==> src/rtl/clk_freq_pkg.sv <==
package clk_freq_pkg;

  localparam int KHZ_W  = 32;
  localparam int CTL_W  = 32;
  localparam int PROD_W = 64;
  localparam int DIVR_W = 16;

  // source-control word layout
  localparam int SRC_EN_BIT  = 8;
  localparam int SRC_HI_BIT  = 6;
  localparam int SRC_SEL_LSB = 12;
  localparam int SRC_DIV_LSB = 16;
  localparam int SRC_DIV_W   = 6;
  localparam int DIV_OFFSET  = 2;

  // PLL control and coefficient layout
  localparam int PLL_EN_BIT  = 0;
  localparam int PLL_BYP_BIT = 3;
  localparam int COEF_M_LSB  = 0;
  localparam int COEF_N_LSB  = 8;
  localparam int COEF_P_LSB  = 16;
  localparam int COEF_MN_W   = 8;
  localparam int COEF_P_W    = 6;

  localparam logic [KHZ_W-1:0] FIXED_LO_KHZ = 32'd100000;
  localparam logic [KHZ_W-1:0] FIXED_HI_KHZ = 32'd108000;

  typedef enum logic [1:0] {
    SEL_XTAL  = 2'd0,
    SEL_OFF   = 2'd1,
    SEL_FIXED = 2'd2,
    SEL_VCO   = 2'd3
  } srcSel_e;

  typedef enum logic [1:0] {
    RES_ZERO = 2'd0,
    RES_SRC  = 2'd1,
    RES_QUOT = 2'd2
  } resSel_e;

  typedef enum logic [2:0] {
    ST_IDLE, ST_SRC, ST_SRC_WAIT, ST_MUL, ST_PLL_WAIT, ST_DONE
  } ctlState_e;

  // strobes from control to datapath
  typedef struct packed {
    logic    capture;
    logic    srcKick;
    logic    srcLatch;
    logic    srcUseQuot;
    logic    pllKick;
    logic    resLoad;
    resSel_e resSel;
  } ctlStrobe_t;

  // conditions from datapath to control
  typedef struct packed {
    logic pathOff;
    logic bypass;
    logic srcNeedsDiv;
    logic mpZero;
    logic divDone;
  } dpStatus_t;

endpackage

==> src/rtl/clk_freq_divider.sv <==
module clk_freq_divider #(
  parameter int NUM_W = 64,
  parameter int DEN_W = 16
) (
  input  logic             clk,
  input  logic             rstN,
  input  logic             kick,
  input  logic [NUM_W-1:0] numer,
  input  logic [DEN_W-1:0] denom,
  output logic [NUM_W-1:0] quot,
  output logic             done
);
  localparam int CNT_W = $clog2(NUM_W + 1);

  logic [DEN_W:0]   rem;
  logic [DEN_W-1:0] den;
  logic [NUM_W-1:0] q;
  logic [CNT_W-1:0] cnt;
  logic [DEN_W:0]   shifted;
  logic [DEN_W+1:0] diff;
  logic             borrow;

  always_comb begin
    shifted = {rem[DEN_W-1:0], q[NUM_W-1]};
    diff    = {1'b0, shifted} - {2'b00, den};
    borrow  = diff[DEN_W+1];
  end

  always_ff @(posedge clk) begin
    if (!rstN) begin
      rem  <= '0;
      den  <= '0;
      q    <= '0;
      cnt  <= '0;
      done <= 1'b0;
    end else if (kick) begin
      rem  <= '0;
      den  <= denom;
      q    <= numer;
      cnt  <= CNT_W'(NUM_W);
      done <= 1'b0;
    end else if (cnt != '0) begin
      rem  <= borrow ? shifted : diff[DEN_W:0];
      q    <= {q[NUM_W-2:0], ~borrow};
      cnt  <= cnt - 1'b1;
      done <= (cnt == CNT_W'(1));
    end else begin
      done <= 1'b0;
    end
  end

  assign quot = q;
endmodule

==> src/rtl/clk_freq_datapath.sv <==
module clk_freq_datapath
  import clk_freq_pkg::*;
#(
  parameter bit HAS_POSTDIV = 1'b1,
  parameter int KW = KHZ_W,
  parameter int CW = CTL_W,
  parameter int PW = PROD_W,
  parameter int DW = DIVR_W
) (
  input  logic          clk,
  input  logic          rstN,
  input  ctlStrobe_t    strobe,
  input  logic [KW-1:0] crystalKhz,
  input  logic [KW-1:0] vcoKhz,
  input  logic [CW-1:0] domainCtl,
  input  logic [CW-1:0] refCtl,
  input  logic [CW-1:0] pllCtl,
  input  logic [CW-1:0] pllCoef,
  output dpStatus_t     status,
  output logic [KW-1:0] resultKhz
);
  logic [KW-1:0] capXtal, capVco;
  logic [CW-1:0] capDom, capRef, capPll, capCoef;
  logic [KW-1:0] srcVal, resReg;

  logic [CW-1:0]          activeCtl;
  srcSel_e                activeSel;
  logic                   activeEn;
  logic [KW-1:0]          srcImm;
  logic [DW-1:0]          srcDivisor;
  logic [COEF_MN_W-1:0]   mVal, nVal;
  logic [COEF_P_W-1:0]    pVal;
  logic [DW-1:0]          mpProd;
  logic [PW-1:0]          vcoNumer, pllNumer;
  logic [PW-1:0]          divNumer, divQuot;
  logic [DW-1:0]          divDenom;
  logic                   divKick, divDone;

  // capture all configuration on an accepted start
  always_ff @(posedge clk) begin
    if (!rstN) begin
      capXtal <= '0;
      capVco  <= '0;
      capDom  <= '0;
      capRef  <= '0;
      capPll  <= '0;
      capCoef <= '0;
    end else if (strobe.capture) begin
      capXtal <= crystalKhz;
      capVco  <= vcoKhz;
      capDom  <= domainCtl;
      capRef  <= refCtl;
      capPll  <= pllCtl;
      capCoef <= pllCoef;
    end
  end

  // source decode for whichever word the PLL mode selects
  always_comb begin
    activeCtl = capPll[PLL_BYP_BIT] ? capDom : capRef;
    activeSel = srcSel_e'(activeCtl[SRC_SEL_LSB +: 2]);
    activeEn  = activeCtl[SRC_EN_BIT];
    srcImm    = '0;
    if (activeEn) begin
      unique case (activeSel)
        SEL_XTAL:  srcImm = capXtal;
        SEL_FIXED: srcImm = activeCtl[SRC_HI_BIT] ? FIXED_HI_KHZ : FIXED_LO_KHZ;
        default:   srcImm = '0;
      endcase
    end
    srcDivisor = DW'(activeCtl[SRC_DIV_LSB +: SRC_DIV_W]) + DW'(DIV_OFFSET);
    vcoNumer   = {{(PW-KW-1){1'b0}}, capVco, 1'b0};
  end

  // PLL coefficients, with the post-divider chosen by parameter
  assign mVal = capCoef[COEF_M_LSB +: COEF_MN_W];
  assign nVal = capCoef[COEF_N_LSB +: COEF_MN_W];

  generate
    if (HAS_POSTDIV) begin : gPostDiv
      assign pVal = capCoef[COEF_P_LSB +: COEF_P_W];
    end else begin : gNoPostDiv
      assign pVal = COEF_P_W'(1);
    end
  endgenerate

  assign mpProd   = DW'(mVal) * DW'(pVal);
  assign pllNumer = PW'(srcVal) * PW'(nVal);

  // one divider shared by both steps
  assign divKick  = strobe.srcKick | strobe.pllKick;
  assign divNumer = strobe.srcKick ? vcoNumer : pllNumer;
  assign divDenom = strobe.srcKick ? srcDivisor : mpProd;

  clk_freq_divider #(
    .NUM_W(PW),
    .DEN_W(DW)
  ) uDiv (
    .clk   (clk),
    .rstN  (rstN),
    .kick  (divKick),
    .numer (divNumer),
    .denom (divDenom),
    .quot  (divQuot),
    .done  (divDone)
  );

  always_ff @(posedge clk) begin
    if (!rstN) begin
      srcVal <= '0;
    end else if (strobe.srcLatch) begin
      srcVal <= strobe.srcUseQuot ? divQuot[KW-1:0] : srcImm;
    end
  end

  always_ff @(posedge clk) begin
    if (!rstN) begin
      resReg <= '0;
    end else if (strobe.resLoad) begin
      unique case (strobe.resSel)
        RES_SRC:  resReg <= srcVal;
        RES_QUOT: resReg <= divQuot[KW-1:0];
        default:  resReg <= '0;
      endcase
    end
  end

  assign status.pathOff     = ~capPll[PLL_BYP_BIT] & ~capPll[PLL_EN_BIT];
  assign status.bypass      = capPll[PLL_BYP_BIT];
  assign status.srcNeedsDiv = activeEn & (activeSel == SEL_VCO);
  assign status.mpZero      = (mpProd == '0);
  assign status.divDone     = divDone;
  assign resultKhz          = resReg;
endmodule

==> src/rtl/clk_freq_ctrl.sv <==
module clk_freq_ctrl
  import clk_freq_pkg::*;
(
  input  logic       clk,
  input  logic       rstN,
  input  logic       start,
  input  dpStatus_t  status,
  output ctlStrobe_t strobe,
  output logic       busy,
  output logic       done
);
  ctlState_e state, nextState;

  always_ff @(posedge clk) begin
    if (!rstN) state <= ST_IDLE;
    else       state <= nextState;
  end

  always_comb begin
    nextState = state;
    strobe    = '0;
    unique case (state)
      ST_IDLE: begin
        if (start) begin
          strobe.capture = 1'b1;
          nextState      = ST_SRC;
        end
      end
      ST_SRC: begin
        if (status.pathOff) begin
          strobe.resLoad = 1'b1;
          strobe.resSel  = RES_ZERO;
          nextState      = ST_DONE;
        end else if (status.srcNeedsDiv) begin
          strobe.srcKick = 1'b1;
          nextState      = ST_SRC_WAIT;
        end else begin
          strobe.srcLatch = 1'b1;
          nextState       = ST_MUL;
        end
      end
      ST_SRC_WAIT: begin
        if (status.divDone) begin
          strobe.srcLatch   = 1'b1;
          strobe.srcUseQuot = 1'b1;
          nextState         = ST_MUL;
        end
      end
      ST_MUL: begin
        if (status.bypass) begin
          strobe.resLoad = 1'b1;
          strobe.resSel  = RES_SRC;
          nextState      = ST_DONE;
        end else if (status.mpZero) begin
          strobe.resLoad = 1'b1;
          strobe.resSel  = RES_ZERO;
          nextState      = ST_DONE;
        end else begin
          strobe.pllKick = 1'b1;
          nextState      = ST_PLL_WAIT;
        end
      end
      ST_PLL_WAIT: begin
        if (status.divDone) begin
          strobe.resLoad = 1'b1;
          strobe.resSel  = RES_QUOT;
          nextState      = ST_DONE;
        end
      end
      ST_DONE: nextState = ST_IDLE;
      default: nextState = ST_IDLE;
    endcase
  end

  assign busy = (state != ST_IDLE);
  assign done = (state == ST_DONE);
endmodule

==> src/rtl/clk_freq_readback.sv <==
module clk_freq_readback
  import clk_freq_pkg::*;
#(
  parameter bit HAS_POSTDIV = 1'b1
) (
  input  logic             clk,
  input  logic             rstN,
  input  logic             start,
  input  logic [KHZ_W-1:0] crystalKhz,
  input  logic [KHZ_W-1:0] vcoKhz,
  input  logic [CTL_W-1:0] domainCtl,
  input  logic [CTL_W-1:0] refCtl,
  input  logic [CTL_W-1:0] pllCtl,
  input  logic [CTL_W-1:0] pllCoef,
  output logic             busy,
  output logic             done,
  output logic [KHZ_W-1:0] resultKhz
);
  ctlStrobe_t strobe;
  dpStatus_t  status;

  clk_freq_ctrl uCtrl (
    .clk    (clk),
    .rstN   (rstN),
    .start  (start),
    .status (status),
    .strobe (strobe),
    .busy   (busy),
    .done   (done)
  );

  clk_freq_datapath #(
    .HAS_POSTDIV(HAS_POSTDIV)
  ) uDp (
    .clk        (clk),
    .rstN       (rstN),
    .strobe     (strobe),
    .crystalKhz (crystalKhz),
    .vcoKhz     (vcoKhz),
    .domainCtl  (domainCtl),
    .refCtl     (refCtl),
    .pllCtl     (pllCtl),
    .pllCoef    (pllCoef),
    .status     (status),
    .resultKhz  (resultKhz)
  );
endmodule

==> config.mk <==
export PLATFORM = sky130hd
export DESIGN_NAME = clk_freq_readback
export DESIGN_NICKNAME = d
export VERILOG_FILES = /design/src/rtl/clk_freq_pkg.sv /design/src/rtl/clk_freq_divider.sv /design/src/rtl/clk_freq_datapath.sv /design/src/rtl/clk_freq_ctrl.sv /design/src/rtl/clk_freq_readback.sv
export SDC_FILE = /design/constraint.sdc
export NUM_CORES = 1
export LEC_CHECK = 0
export BUFFER_PORTS_ARGS = -buffer_cell sky130_fd_sc_hd__buf_2
export CAP_MARGIN = 40
export CORE_MARGIN = 10
export CORE_UTILIZATION = 45
export CTS_CLUSTER_SIZE = 8
export DETAILED_ROUTE_END_ITERATION = 10
export GPL_TIMING_DRIVEN = 1
export PLACE_DENSITY = 0.69
export REMOVE_ABC_BUFFERS = 1
export SETUP_SLACK_MARGIN = 0.1
export SKIP_LAST_GASP = 1
export SYNTH_ARGS = -nofsm -noshare
export SYNTH_HDL_FRONTEND = slang
export SYNTH_SLANG_ARGS = --single-unit
==> constraint.sdc <==
create_clock -name clk -period 7 [get_ports clk]
set_clock_uncertainty 0.15 [all_clocks]
set_input_delay 0 -clock clk [delete_from_list [all_inputs] [get_ports clk]]
set_output_delay 0 -clock clk [all_outputs]
set_load 0.01 [all_outputs]
# After elaboration in Yosys (flattened, before gate mapping)
# Cells that the tools add are included.
# Widths: inputs -> output; s select.
# op_classes
eq_ne	13
addsub	3
mul	2
reduce_logical	9
bitwise	8
mux	38
# ops
operator	count
$mux 64	2
$pmux 32 s2	2
$mux 32	2
$mul 32x8->40	1
$mux 40	1
$mux 16	2
$mux 3	8
$mux 22	1
$sub 17x16->18	1
$logic_not 16->1	1
$pmux 3 s5	1
$mul 8x6->14	1
$mux 14	1
$mux 7	2
$mux 1	12
$pmux 3 s3	1
$add 6x2->7 const B	1
$eq 7x1->1 const B	1
$reduce_bool 7->1	1
$sub 7x1->7 const B	1
$eq 2x2->1 const B	3
$eq 3x2->1 const B	2
$eq 3x3->1 const B	2
$not 1->1	5
15 further kinds	18
# word_totals
in_bits	195
ff_bits	305
wordCells	88

# Depth between registers and ports, before layout
# depth
ltp_word	8
depth_mapped	21

# Hierarchy
# A second synthesis with hierarchy kept.
# unflattened
cells_unflattened	2655
area_unflattened_um2	23163.5
# modules_own_cells
module	area_per_inst_um2	cells_per_inst	seq_area_each_um2	n_inst
clk_freq_datapath	17367.9	1983	3443.3	1
clk_freq_divider	5495.3	633	2082.0	1
clk_freq_ctrl	300.3	39	60.1	1

# Worst setup path after synthesis
# Ideal clock, no wire load.
# synth_timing
path_kind	register to register
start	register uDp.capCoef[15]
end	register uDp.uDiv.q[37], in the netlist uDp.uDiv.quot[37]
setup_slack_ns	1.594
setup_time_ns	0.092
path_stages_with_launch	20
path_buffers	1
arrival_time_ns	5.163
cell_sequence	dfxtp_1 -> clkbuf_1 -> nand2_1 -> fa_1 -> fa_1 -> inv_1 -> fa_1 -> inv_1 -> fa_1 -> inv_1 -> ha_1 -> o211ai_1 -> a21oi_1 -> o31a_1 -> a21oi_1 -> o41ai_2 -> a21boi_0 -> nor3_1 -> mux2_2 -> o32ai_1
# synth_between
elab_chain_cells	3
# synth_rtl
element	line_no	source
start, declared	clk_freq_datapath.sv:23	logic [CW-1:0] capDom, capRef, capPll, capCoef;
start signal, assigned	clk_freq_datapath.sv:54	capCoef <= pllCoef;
$mul 32x8->40	clk_freq_datapath.sv:88	assign pllNumer = PW'(srcVal) * PW'(nVal);
$mux 40	clk_freq_datapath.sv:92	assign divNumer = strobe.srcKick ? vcoNumer : pllNumer;
$mux 64	clk_freq_divider.sv:36	end else if (kick) begin
end signal, assigned	clk_freq_divider.sv:39	q <= numer;
end signal, assigned	clk_freq_divider.sv:44	q <= {q[NUM_W-2:0], ~borrow};
end, declared	clk_freq_divider.sv:17	logic [NUM_W-1:0] q;
# No other way between the ends.
# A chain may end at the register's enable or synchronous reset.

# Worst setup path in the final report
# layout_timing
start	register uDp.capCoef[13]
end	register uDp.uDiv.q[35], in the netlist uDp.uDiv.quot[35]
# Same word-level chain as after synthesis.

==> metrics.md <==
| Metric | Value |
|---|---|
| Status | `finished clean` |
| Nets | `around 3300` |
| Die ar. | `57000 um^2` |
| Area after DPL | `22700 um^2` |
| Cts repair resizes | `0` |
| Clk pin slew, worst setup/hold paths | `roughly 50 ps` |
| Netlist cell types | `71` |
| Worst path arrival time | `6430 ps` |
| DP HPWL | `45600 um` |
| Count of final setup violators | `0` |
| Die Y | `between 200 and 250 um` |
| Worst Tran Pin Value | `around 940 ps` |
| Final hold vios | `0` |
| Yosys reg bits | `about 280` |
| WS Path Type | `reg2reg` |
| Antenna-violating nets left | `0` |
| Post-synth EDFFs | `0` |
| H-tree depth | `2` |
| CP dominant cell by count | `fa_1` |
| WHS Path Cells | `4` |
| Final worst setup slack | `around 860 ps` |
| Worst EP required | `between 7000 and 8000 ps` |
| Gate power share | `between 20% and 30%` |
| Die W | `~240 um` |
| Final instance area | `25500 um^2` |
| Initial detailed-routing violation count | `about 1500` |
| Delay of the slowest critical-path stage | `between 600 and 700 ps` |
| Ys async rst share | `0%` |
| Post-CTS Setup Bufs | `0` |
| Commonest register cell after synthesis | `dfxtp_1` |
| FF+latch area | `between 5000 and 6000 um^2` |
| P_int | `around 0.0033 W` |
| Port Buffers | `between 100 and 150` |
| Fillcell total | `about 4300` |
| Bufs on Longest Clock Path | `3` |
| Fin crit share | `just under 90%` |
| Core Area | `47500 um^2` |
| Largest net degree at the start of global routing | `between 80 and 90` |
| CTS tree | `yes` |
| Vias | `19396` |
| Initial Util | `a little under half` |
| Leakage | `11.2 nW` |
| Share of post-route cells with drive strength above 1 | `9.01%` |
| Final RePlAce weighted congestion | `0.925` |
| Max Clock Freq | `around 160 MHz` |
| RSZ-0062 raised after global routing | `no` |
| Avg WL per Cell | `approximately 19 um` |
| Vias in the first global route | `20216` |
| Switching Fraction | `about a third` |
| Final std cells w/o fill | `3458` |
| Hold Buf Count CTS | `about 160` |
| Sequential power share | `between 30% and 40%` |
| Final Critical Period | `a little over 6000 ps` |
| Num ports | `229` |
| R2R depth | `18` |
| CTS Root Cell | `clkbuf_16` |
| Setup Slack @ Placement | `933 ps` |
| Commonest non-fill, non-tap cells in the layout | `nand2_1, dfxtp_1, a21oi_1, and2_1, inv_1` |
| Yosys warnings | `0` |
| Pins over their slew limit | `0` |
| Hold WC Path Type | `in2reg` |
| Clk pwr share | `between 30% and 40%` |
| PwrDens | `between 200 and 250 nW/um^2` |
| Critical Path End Type | `register` |
| Maximum fanout along the worst path | `13` |
| Cells after DPL | `~3200` |
| Final TNS setup | `0 ps` |
| # DRC | `0` |
| Area of the multi-input gates | `between 10000 and 15000 um^2` |
| Clock buffer count from CTS | `41` |
| Total GRT Usage | `between 20% and 30%` |
| # rows | `80` |
| Clock sinks | `between 200 and 300` |
| Total grt overflow | `0` |
| Max_slew headroom | `between 30% and 40%` |
| Synthesized area per cell | `8.20 um^2` |
| Net Sw Power | `0.00179 W` |
| VDD IR max | `between 0.0002 and 0.00025 V` |
| Total Routed Length | `around 66000 um` |
| DR vias/cell | `5.61` |
| # Max-Cap Violations | `0` |
| Seq/Total Area, Yosys | `roughly 26%` |
| CP Cell Sequence | `and2_1, fa_1, fa_1, fa_1, inv_1, fa_1, inv_1, ha_1, o21ai_0, nand2b_1, o31a_1, a21oi_1, o41ai_2, buf_4, a311oi_1, o21ai_0, xnor2_1, o22ai_1` |
| Hold WS | `roughly 76 ps` |
| Commonest non-fill, non-tap cell in the layout | `nand2_1` |
| Netlist Area Pre-Place | `roughly 22000 um^2` |
| Drt pass-1 iters | `6` |
| Slowest CP cell | `dfxtp_1` |
| Initial antenna violation count | `2` |
| Mapped Cells | `~2600` |
| Clock Latency Late Sink | `580 ps` |
| Area added between synthesis and finish | `18.2%` |
| First-pass GRT wire length | `106000 um` |
| CP Launch Type | `register` |
[metal layers]
| layer | GRT usage, % | vias to the layer above | share of wire (%) |
|---|---|---|---|
| met5 | 0 | - | 0 |
| met4 | 7.67 | 0 | 3.1 |
| met3 | 4.64 | 133 | 7.3 |
| met2 | 39.1 | 690 | 47 |
| met1 | 28.8 | 9518 | 42 |
| li1 | - | 9055 | - |
[cells by family after synthesis]
family / Yosys count / synth area share, %
mux: 33 / 1.55
flops: 277 / 25.7
fa+ha+maj: 307 / 25.0
simple gates: 990 / 22.0
compound gates: 568 / 16.5
xor+xnor: 48 / 1.95
buf+inv: 404 / 7.28
[metrics by stage]
step           util, %  power [W]
6_report          53.6    0.00513
5_1_grt           53.6    0.00538
4_1_cts           53.6    0.00514
3_5_place_dp      47.8    0.00321
3_3_place_gp      47.5    0.00316
2_1_floorplan        -    0.00280
[power groups by stage]
| stage | Combinational, W | Sequential [W] | Clock [W] |
|---|---|---|---|
| finish | 0.00148 | 0.00181 | 0.00184 |
| global route | 0.00162 | 0.00183 | 0.00194 |
| CTS | 0.00145 | 0.00181 | 0.00187 |
| detailed placement | 0.00137 | 0.00184 | 0 |
| global placement | 0.00133 | 0.00183 | 0 |
| floorplan | 0.000986 | 0.00181 | 0 |
[synthesized netlist by cell type, types with 30 or more instances]
cell type	n	area, um^2
a21o_1	48	360
a21oi_1	262	1310
a22oi_1	61	458
and2_1	231	1450
clkbuf_1	144	541
dfxtp_1	277	5550
fa_1	206	4120
ha_1	101	1260
inv_1	227	852
mux2i_1	30	300
nand2_1	483	1810
nor2_1	90	338
o21ai_0	54	270
or3_1	41	257
xnor2_1	32	280
[final timing paths]
| path | startpoint | to | slack (ps) |
|---|---|---|---|
| setup reg to reg | uDp.capCoef[13] | uDp.uDiv.quot[35] | 860 |
| hold / removal | refCtl[16] | uDp.capRef[16] | 80 |
| setup / recovery | uDp.capCoef[13] | uDp.uDiv.quot[35] | 860 |
| hold reg to reg | uDp.uDiv.quot[47] | uDp.uDiv.quot[47] | 300 |
[worst max-delay path, delay by kind of cell, from the launching register on]
kind / cells / cell delay [ps]
flops: 1 / 610
xor+xnor: 1 / 190
buf+inv: 3 / 290
simple gates: 2 / 310
compound gates: 7 / 2050
fa+ha+maj: 5 / 2400
[layout make-up]
class | instances | area share [%]
Antenna cell | 2 | 0.0197
Clock buffer | 47 | 4.32
Clock inverter | 3 | 0.162
Inverter | 228 | 3.38
Multi-Input combinational cell | 1946 | 56.9
Sequential cell | 277 | 21.8
Tap cell | 615 | 3.02
Timing Repair Buffer | 340 | 10.5
[registers in the layout, summed over array words and instances, names as in the netlist]
register	cells
uDp.uDiv.cnt	7
uDp.uDiv.done	1
uDp.uDiv.den	14
uDp.srcVal	32
uDp.capPll	2
uDp.uDiv.rem	16
uDp.uDiv.quot	64
uDp.capVco	32
uCtrl.state	3
uDp.resultKhz	32
uDp.capCoef	22
uDp.capDom	10
uDp.capRef	10
uDp.capXtal	32
(Power assumes the default switching activity.)
